### src/rtl/shadow_smram_pkg.sv
package shadow_smram_pkg;
  parameter int ADDR_W = 20;

  typedef enum logic [1:0] {
    KIND_READ  = 2'b00,
    KIND_WRITE = 2'b01,
    KIND_FETCH = 2'b10,
    KIND_RSVD  = 2'b11
  } acc_kind_e;

  typedef enum logic [1:0] {
    WIN_OFF   = 2'b00,
    WIN_A_ALL = 2'b01,
    WIN_E_LOW = 2'b10,
    WIN_A_REL = 2'b11
  } win_mode_e;

  typedef struct packed {
    logic              dram;
    logic              smram_hit;
    logic [ADDR_W-1:0] addr;
  } route_t;

  localparam int ROUTE_W = $bits(route_t);
endpackage

### src/rtl/shadow_seg_map.sv
module shadow_seg_map
  import shadow_smram_pkg::*;
#(
  parameter int                N_SEG    = 8,
  parameter int                SEG_LOG2 = 14,
  parameter logic [ADDR_W-1:0] BASE     = 20'hC0000
) (
  input  logic              clk,
  input  logic              rst_n,
  input  logic [ADDR_W-1:0] addr,
  input  logic [N_SEG-1:0]  seg_en,
  output logic              en_hit
);
  localparam int TAG_W = ADDR_W - SEG_LOG2;
  localparam longint unsigned SPAN_LO = longint'(BASE);
  localparam longint unsigned SPAN_HI = SPAN_LO + (longint'(N_SEG) << SEG_LOG2);

  logic [N_SEG-1:0] seg_match;

  for (genvar i = 0; i < N_SEG; i++) begin : g_seg
    localparam logic [ADDR_W-1:0] SEG_START =
      ADDR_W'(longint'(BASE) + (longint'(i) << SEG_LOG2));
    assign seg_match[i] = (addr[ADDR_W-1:SEG_LOG2] == SEG_START[ADDR_W-1:SEG_LOG2]);
  end

  assign en_hit = |(seg_match & seg_en);

  AST_SEG_IN_SPAN: assert property (@(posedge clk) disable iff (!rst_n)
    en_hit |-> ((longint'(addr) >= SPAN_LO) && (longint'(addr) < SPAN_HI)));

  AST_SEG_NONE_OFF: assert property (@(posedge clk) disable iff (!rst_n)
    (seg_en == '0) |-> !en_hit);

  logic [TAG_W-1:0] unused_tag;
  assign unused_tag = '0;
endmodule

### src/rtl/smram_window.sv
module smram_window
  import shadow_smram_pkg::*;
#(
  parameter int                A_LOG2    = 17,
  parameter logic [ADDR_W-1:0] A_BASE    = 20'hA0000,
  parameter int                E_LOG2    = 16,
  parameter logic [ADDR_W-1:0] E_BASE    = 20'hE0000,
  parameter int                R_LOG2    = 15,
  parameter logic [ADDR_W-1:0] R_BASE    = 20'hA8000,
  parameter logic [ADDR_W-1:0] RELOC_ALT = 20'h68000,
  parameter logic [ADDR_W-1:0] RELOC_DEF = 20'h38000,
  parameter logic [1:0]        ALT_CODE  = 2'b10,
  parameter int                E_SEGS    = 2
) (
  input  logic              clk,
  input  logic              rst_n,
  input  logic [ADDR_W-1:0] addr,
  input  logic              is_fetch,
  input  logic              smm,
  input  logic [1:0]        mode,
  input  logic              open,
  input  logic              fetch_dram,
  input  logic [1:0]        reloc_sel,
  input  logic [E_SEGS-1:0] e_seg_en,
  output logic              hit,
  output logic              fetch_bypass,
  output logic [ADDR_W-1:0] win_addr
);
  logic in_a, in_e, in_r, visible, in_win;
  logic [ADDR_W-1:0] reloc_base;

  assign in_a    = (addr[ADDR_W-1:A_LOG2] == A_BASE[ADDR_W-1:A_LOG2]);
  assign in_e    = (addr[ADDR_W-1:E_LOG2] == E_BASE[ADDR_W-1:E_LOG2]);
  assign in_r    = (addr[ADDR_W-1:R_LOG2] == R_BASE[ADDR_W-1:R_LOG2]);
  assign visible = smm | open;

  always_comb begin
    unique case (win_mode_e'(mode))
      WIN_A_ALL: in_win = in_a;
      WIN_E_LOW: in_win = in_e && (e_seg_en == '0);
      WIN_A_REL: in_win = in_r;
      default:   in_win = 1'b0;
    endcase
  end

  assign hit          = in_win && visible;
  assign fetch_bypass = (win_mode_e'(mode) == WIN_A_ALL) && fetch_dram && is_fetch && in_a;
  assign reloc_base   = (reloc_sel == ALT_CODE) ? RELOC_ALT : RELOC_DEF;

  always_comb begin
    if (win_mode_e'(mode) == WIN_A_REL)
      win_addr = {reloc_base[ADDR_W-1:R_LOG2], addr[R_LOG2-1:0]};
    else
      win_addr = addr;
  end

  AST_HIT_NEEDS_SMM: assert property (@(posedge clk) disable iff (!rst_n)
    hit |-> (smm || open));

  AST_E_WIN_BLOCKED: assert property (@(posedge clk) disable iff (!rst_n)
    ((mode == 2'b10) && (e_seg_en != '0)) |-> !hit);

  AST_RELOC_TARGET: assert property (@(posedge clk) disable iff (!rst_n)
    (hit && (mode == 2'b11)) |->
      ((win_addr[ADDR_W-1:R_LOG2] == RELOC_ALT[ADDR_W-1:R_LOG2]) ||
       (win_addr[ADDR_W-1:R_LOG2] == RELOC_DEF[ADDR_W-1:R_LOG2])));

  AST_MODE_OFF_QUIET: assert property (@(posedge clk) disable iff (!rst_n)
    (mode == 2'b00) |-> (!hit && !fetch_bypass));
endmodule

### src/rtl/route_stage.sv
module route_stage #(
  parameter int W = 22
) (
  input  logic         clk,
  input  logic         rst_n,
  input  logic         in_valid,
  output logic         in_ready,
  input  logic [W-1:0] in_data,
  output logic         out_valid,
  input  logic         out_ready,
  output logic [W-1:0] out_data
);
  assign in_ready = !out_valid || out_ready;

  always_ff @(posedge clk or negedge rst_n) begin
    if (!rst_n)        out_valid <= 1'b0;
    else if (in_ready) out_valid <= in_valid;
  end

  always_ff @(posedge clk) begin
    if (in_valid && in_ready) out_data <= in_data;
  end

  AST_STALL_HOLD: assert property (@(posedge clk) disable iff (!rst_n)
    (out_valid && !out_ready) |=> (out_valid && $stable(out_data)));

  AST_EMPTY_READY: assert property (@(posedge clk) disable iff (!rst_n)
    !out_valid |-> in_ready);
endmodule

### src/rtl/shadow_smram_router.sv
module shadow_smram_router
  import shadow_smram_pkg::*;
#(
  parameter int N_LO    = 8,
  parameter int LO_LOG2 = 14,
  parameter int N_HI    = 4,
  parameter int HI_LOG2 = 15
) (
  input  logic              clk,
  input  logic              rst_n,
  input  logic              req_valid,
  output logic              req_ready,
  input  logic [ADDR_W-1:0] req_addr,
  input  logic [1:0]        req_kind,
  input  logic              req_smm,
  input  logic [N_LO-1:0]   cfg_lo_en,
  input  logic [N_HI-1:0]   cfg_hi_en,
  input  logic              cfg_rd_dram,
  input  logic              cfg_wr_dram,
  input  logic [1:0]        cfg_smram_mode,
  input  logic              cfg_smram_open,
  input  logic              cfg_fetch_dram,
  input  logic [1:0]        cfg_reloc_sel,
  output logic              rsp_valid,
  input  logic              rsp_ready,
  output logic              rsp_dram,
  output logic              rsp_smram_hit,
  output logic [ADDR_W-1:0] rsp_addr
);
  localparam int E_LOG2 = 16;
  localparam int E_SEGS = 1 << (E_LOG2 - HI_LOG2);
  localparam logic [ADDR_W-1:0] LO_BASE = 20'hC0000;
  localparam logic [ADDR_W-1:0] HI_BASE = 20'hE0000;

  logic lo_hit, hi_hit, seg_hit, is_write, is_fetch, seg_to_dram;
  logic win_hit, fetch_bypass;
  logic [ADDR_W-1:0] win_addr;
  route_t route_d, route_q;

  assign is_write = (acc_kind_e'(req_kind) == KIND_WRITE);
  assign is_fetch = (acc_kind_e'(req_kind) == KIND_FETCH);

  shadow_seg_map #(.N_SEG(N_LO), .SEG_LOG2(LO_LOG2), .BASE(LO_BASE)) u_lo_map (
    .clk(clk), .rst_n(rst_n), .addr(req_addr), .seg_en(cfg_lo_en), .en_hit(lo_hit)
  );

  shadow_seg_map #(.N_SEG(N_HI), .SEG_LOG2(HI_LOG2), .BASE(HI_BASE)) u_hi_map (
    .clk(clk), .rst_n(rst_n), .addr(req_addr), .seg_en(cfg_hi_en), .en_hit(hi_hit)
  );

  smram_window #(.E_LOG2(E_LOG2), .E_BASE(HI_BASE), .E_SEGS(E_SEGS)) u_window (
    .clk(clk), .rst_n(rst_n), .addr(req_addr), .is_fetch(is_fetch), .smm(req_smm),
    .mode(cfg_smram_mode), .open(cfg_smram_open), .fetch_dram(cfg_fetch_dram),
    .reloc_sel(cfg_reloc_sel), .e_seg_en(cfg_hi_en[E_SEGS-1:0]),
    .hit(win_hit), .fetch_bypass(fetch_bypass), .win_addr(win_addr)
  );

  assign seg_hit     = lo_hit || hi_hit;
  assign seg_to_dram = seg_hit && (is_write ? cfg_wr_dram : cfg_rd_dram);

  always_comb begin
    route_d = '{dram: 1'b0, smram_hit: 1'b0, addr: req_addr};
    if (win_hit)
      route_d = '{dram: 1'b1, smram_hit: 1'b1, addr: win_addr};
    else if (fetch_bypass || seg_to_dram)
      route_d.dram = 1'b1;
  end

  route_stage #(.W(ROUTE_W)) u_stage (
    .clk(clk), .rst_n(rst_n),
    .in_valid(req_valid), .in_ready(req_ready), .in_data(route_d),
    .out_valid(rsp_valid), .out_ready(rsp_ready), .out_data(route_q)
  );

  assign rsp_dram      = route_q.dram;
  assign rsp_smram_hit = route_q.smram_hit;
  assign rsp_addr      = route_q.addr;

  AST_HIT_IS_DRAM: assert property (@(posedge clk) disable iff (!rst_n)
    (rsp_valid && rsp_smram_hit) |-> rsp_dram);

  AST_EXT_NO_REMAP: assert property (@(posedge clk) disable iff (!rst_n)
    (req_valid && req_ready && !win_hit) |=> (rsp_addr == $past(req_addr)));
endmodule

### config.mk
export PLATFORM = sky130hd
export DESIGN_NAME = shadow_smram_router
export DESIGN_NICKNAME = d
export VERILOG_FILES = /design/src/rtl/shadow_smram_pkg.sv /design/src/rtl/shadow_seg_map.sv /design/src/rtl/smram_window.sv /design/src/rtl/route_stage.sv /design/src/rtl/shadow_smram_router.sv
export SDC_FILE = /design/constraint.sdc
export NUM_CORES = 1
export LEC_CHECK = 0
export CAP_MARGIN = 40
export CORE_MARGIN = 4
export CORE_UTILIZATION = 30
export DETAILED_ROUTE_END_ITERATION = 12
export GPL_ROUTABILITY_DRIVEN = 0
export PLACE_DENSITY = 0.75
export SLEW_MARGIN = 30
export SYNTH_ARGS = -nofsm -noshare
export SYNTH_HDL_FRONTEND = slang
export SYNTH_SLANG_ARGS = --single-unit
### constraint.sdc
create_clock -name clk -period 1.5 [get_ports clk]
set_clock_uncertainty 0.15 [all_clocks]
set_input_delay 0.3 -clock clk [delete_from_list [all_inputs] [get_ports clk]]
set_output_delay 0.3 -clock clk [all_outputs]
set_load 0.01 [all_outputs]
==> impl_metrics.json <==
{
  "status": "finished, violations left",
  "violations": "negative setup slack",
  "first_pass_iters": 2,
  "grt_max_degree": 23,
  "max_freq_mhz": 597,
  "ys_seq_area_frac": 0.720,
  "initial_core_util": 0.312,
  "cellPowerDensity_mw_per_mm2": 743,
  "final_common_cell": "clkdlybuf4s50_1",
  "hp-start": "req_addr[14]",
  "synthDistinctLibCells": 23,
  "n_fill_cell": 276,
  "grt_pass1_vias": 881,
  "area_growth_pct": 81.1,
  "cp-start-kind": "input pin",
  "finalNetCount": 181,
  "die_h_um": 64.3,
  "dpl-instance-area_mm2": 0.00175,
  "coreArea_mm2": 0.00305,
  "irDropWorstVdd_mv": 0.246,
  "synth-warning-count": 0,
  "ant_nets": 0,
  "final_cell_area_mm2": 0.00172,
  "clock-root-buffer": "clkbuf_4",
  "drt_iter0_markers": 21,
  "setup_viol": 1,
  "cts_tree": "built",
  "layout_setup_ws_ns": -0.175,
  "syn_nets": 101,
  "wl_per_cell_um": 13.9,
  "whs_ns": 0.0324,
  "numClockSinks": 23,
  "num_antenna_cells": 0,
  "dr_total_vias": 778,
  "arrival_ns": 1.59,
  "antenna_found_initial": 0,
  "ys_ff_latch": 23,
  "rows": 20,
  "h-tree-depth": 1,
  "path_max_fanout": 3,
  "slew_headroom": 0.787,
  "rsz0062_at_grt": "yes",
  "worstMarginPinSlew_ns": 0.315,
  "reg2reg_from": "u_stage.out_valid",
  "hold_class": "input pin to flip-flop",
  "gr-total-overflow": 0,
  "synth_area_per_cell_um2": 17.6,
  "slew_viol_final": 0,
  "multi_input_area_um2": 256,
  "hold_viol": 0,
  "viasPerCell": 4.40,
  "cts_made_buffers": 3,
  "io_buffer_count": 70,
  "drive_gt1_frac": 0.203,
  "critical_path.endpoint_type": "flip-flop",
  "clock_latency_ns": 0.29,
  "die_w_um": 64.3,
  "post-route-period-util": 1.12,
  "cts_buffer_depth": 2,
  "netlist_instances": 54,
  "p_leak_nw": 0.711,
  "track_usage": 0.122,
  "maxCapViolCount": 0,
  "die-area_mm2": 0.00414,
  "crit_type": "input pin to flip-flop",
  "regArea_um2": 686,
  "crit_start": "req_addr[14]",
  "crit_required_ns": 1.41,
  "routed_wl_um": 2450,
  "period_minus_slack_ns": 1.68,
  "path_clk_slew_ns": 0.11,
  "pin_count": 71,
  "grt_first_pass_wirelength_um": 3970,
  "layout_common_cells": "clkdlybuf4s50_1, dlygate4sd2_1, edfxtp_1",
  "synth_area_um2": 952,
  "drc": 0
}
[repair_timing]
action / CTS / global route
setup buffers: 0 / 0
endpoints found under the hold margin: 1 / 0
pin swaps: 2 / 3
setup endpoints to repair: 29 / 5
hold buffers: 1 / 0
gates resized for setup: 70 / 4
[cells by family (layout without fill, tap and decap cells)]
| logic type | after synthesis | after routing | share of synthesized area |
|---|---|---|---|
| AND/OR/NAND/NOR | 15 | 15 | 0.101 |
| multiplexers | 6 | 6 | 0.113 |
| AO/OA/AOI/OAI | 7 | 7 | 0.0539 |
| buffers and inverters | 3 | 82 | 0.0118 |
| flip-flops | 23 | 23 | 0.720 |
[metrics by stage]
stage                     total power [mW]  worst slack (ns)   util  TNS, ns  instances
after floorplan                      0.845            -0.368      -   -0.368         54
after global placement                1.06            -0.985  0.574    -8.12        172
after detailed placement              1.07             -1.02  0.574    -8.53        172
after CTS                             1.31            -0.197  0.562   -0.197        177
after global routing                  1.36            -0.173  0.565   -0.173        177
final                                 1.28            -0.175  0.565   -0.175        177
[worst max-delay path: stages]
cell and delay, ns:
buf_8 0.08, mux4_2 0.49, mux4_2 0.46, a211o_1 0.26
[cell type report]
cell class                 count  share of cell area
timing repair buffer          77               0.404
inverter                       1             0.00218
clock buffer                   4              0.0152
tap                           44              0.0319
multi-input combinational     28               0.149
sequential                    23               0.398
[synthesized netlist by cell type, drive strengths merged]
cell | count | share of area
edfxtp | 22 | 0.69
o41ai | 1 | 0.0092
a21o | 2 | 0.016
inv | 1 | 0.0039
nand4bb | 1 | 0.012
nor3 | 2 | 0.011
and2 | 1 | 0.0066
dfrtp | 1 | 0.026
nand2b | 4 | 0.026
nor2 | 2 | 0.0079
clkbuf | 2 | 0.0079
o211ai | 1 | 0.0079
nand4b | 1 | 0.0092
mux2i | 1 | 0.011
a21oi | 1 | 0.0053
o22ai | 1 | 0.0066
mux2 | 2 | 0.024
nand2 | 1 | 0.0039
mux4 | 3 | 0.079
nor2b | 2 | 0.013
or4bb | 1 | 0.012
a211o | 1 | 0.0092
[worst paths after layout]
kind	end	slack (ns)	cells after the start
worst max-delay path	u_stage.out_data[21]	-0.18	4
worst min-delay path	u_stage.out_data[14]	0.03	1
worst max register to register	u_stage.out_data[10]	0.15	4
worst min register to register	u_stage.out_valid	0.51	3
max in group asynchronous	u_stage.out_valid	0.56	2
min in group asynchronous	u_stage.out_valid	0.55	2
[flip-flops by register name (all words and copies together) (netlist names)]
signal             cells
u_stage.out_data      22
u_stage.out_valid      1
[layer usage]
layer  wire length, um  GRT usage
met1               998      0.132
met2              1170      0.226
met3               275     0.0351
met4                12     0.0396
met5                 0          0
[power breakdown]
| group | internal, mW | switching, mW | total [mW] |
|---|---|---|---|
| clock | 0.103 | 0.164 | 0.268 |
| combinational | 0.169 | 0.0923 | 0.261 |
| sequential | 0.745 | 0.00803 | 0.753 |
| total | 1.02 | 0.265 | 1.28 |
(Power assumes the default switching activity.)
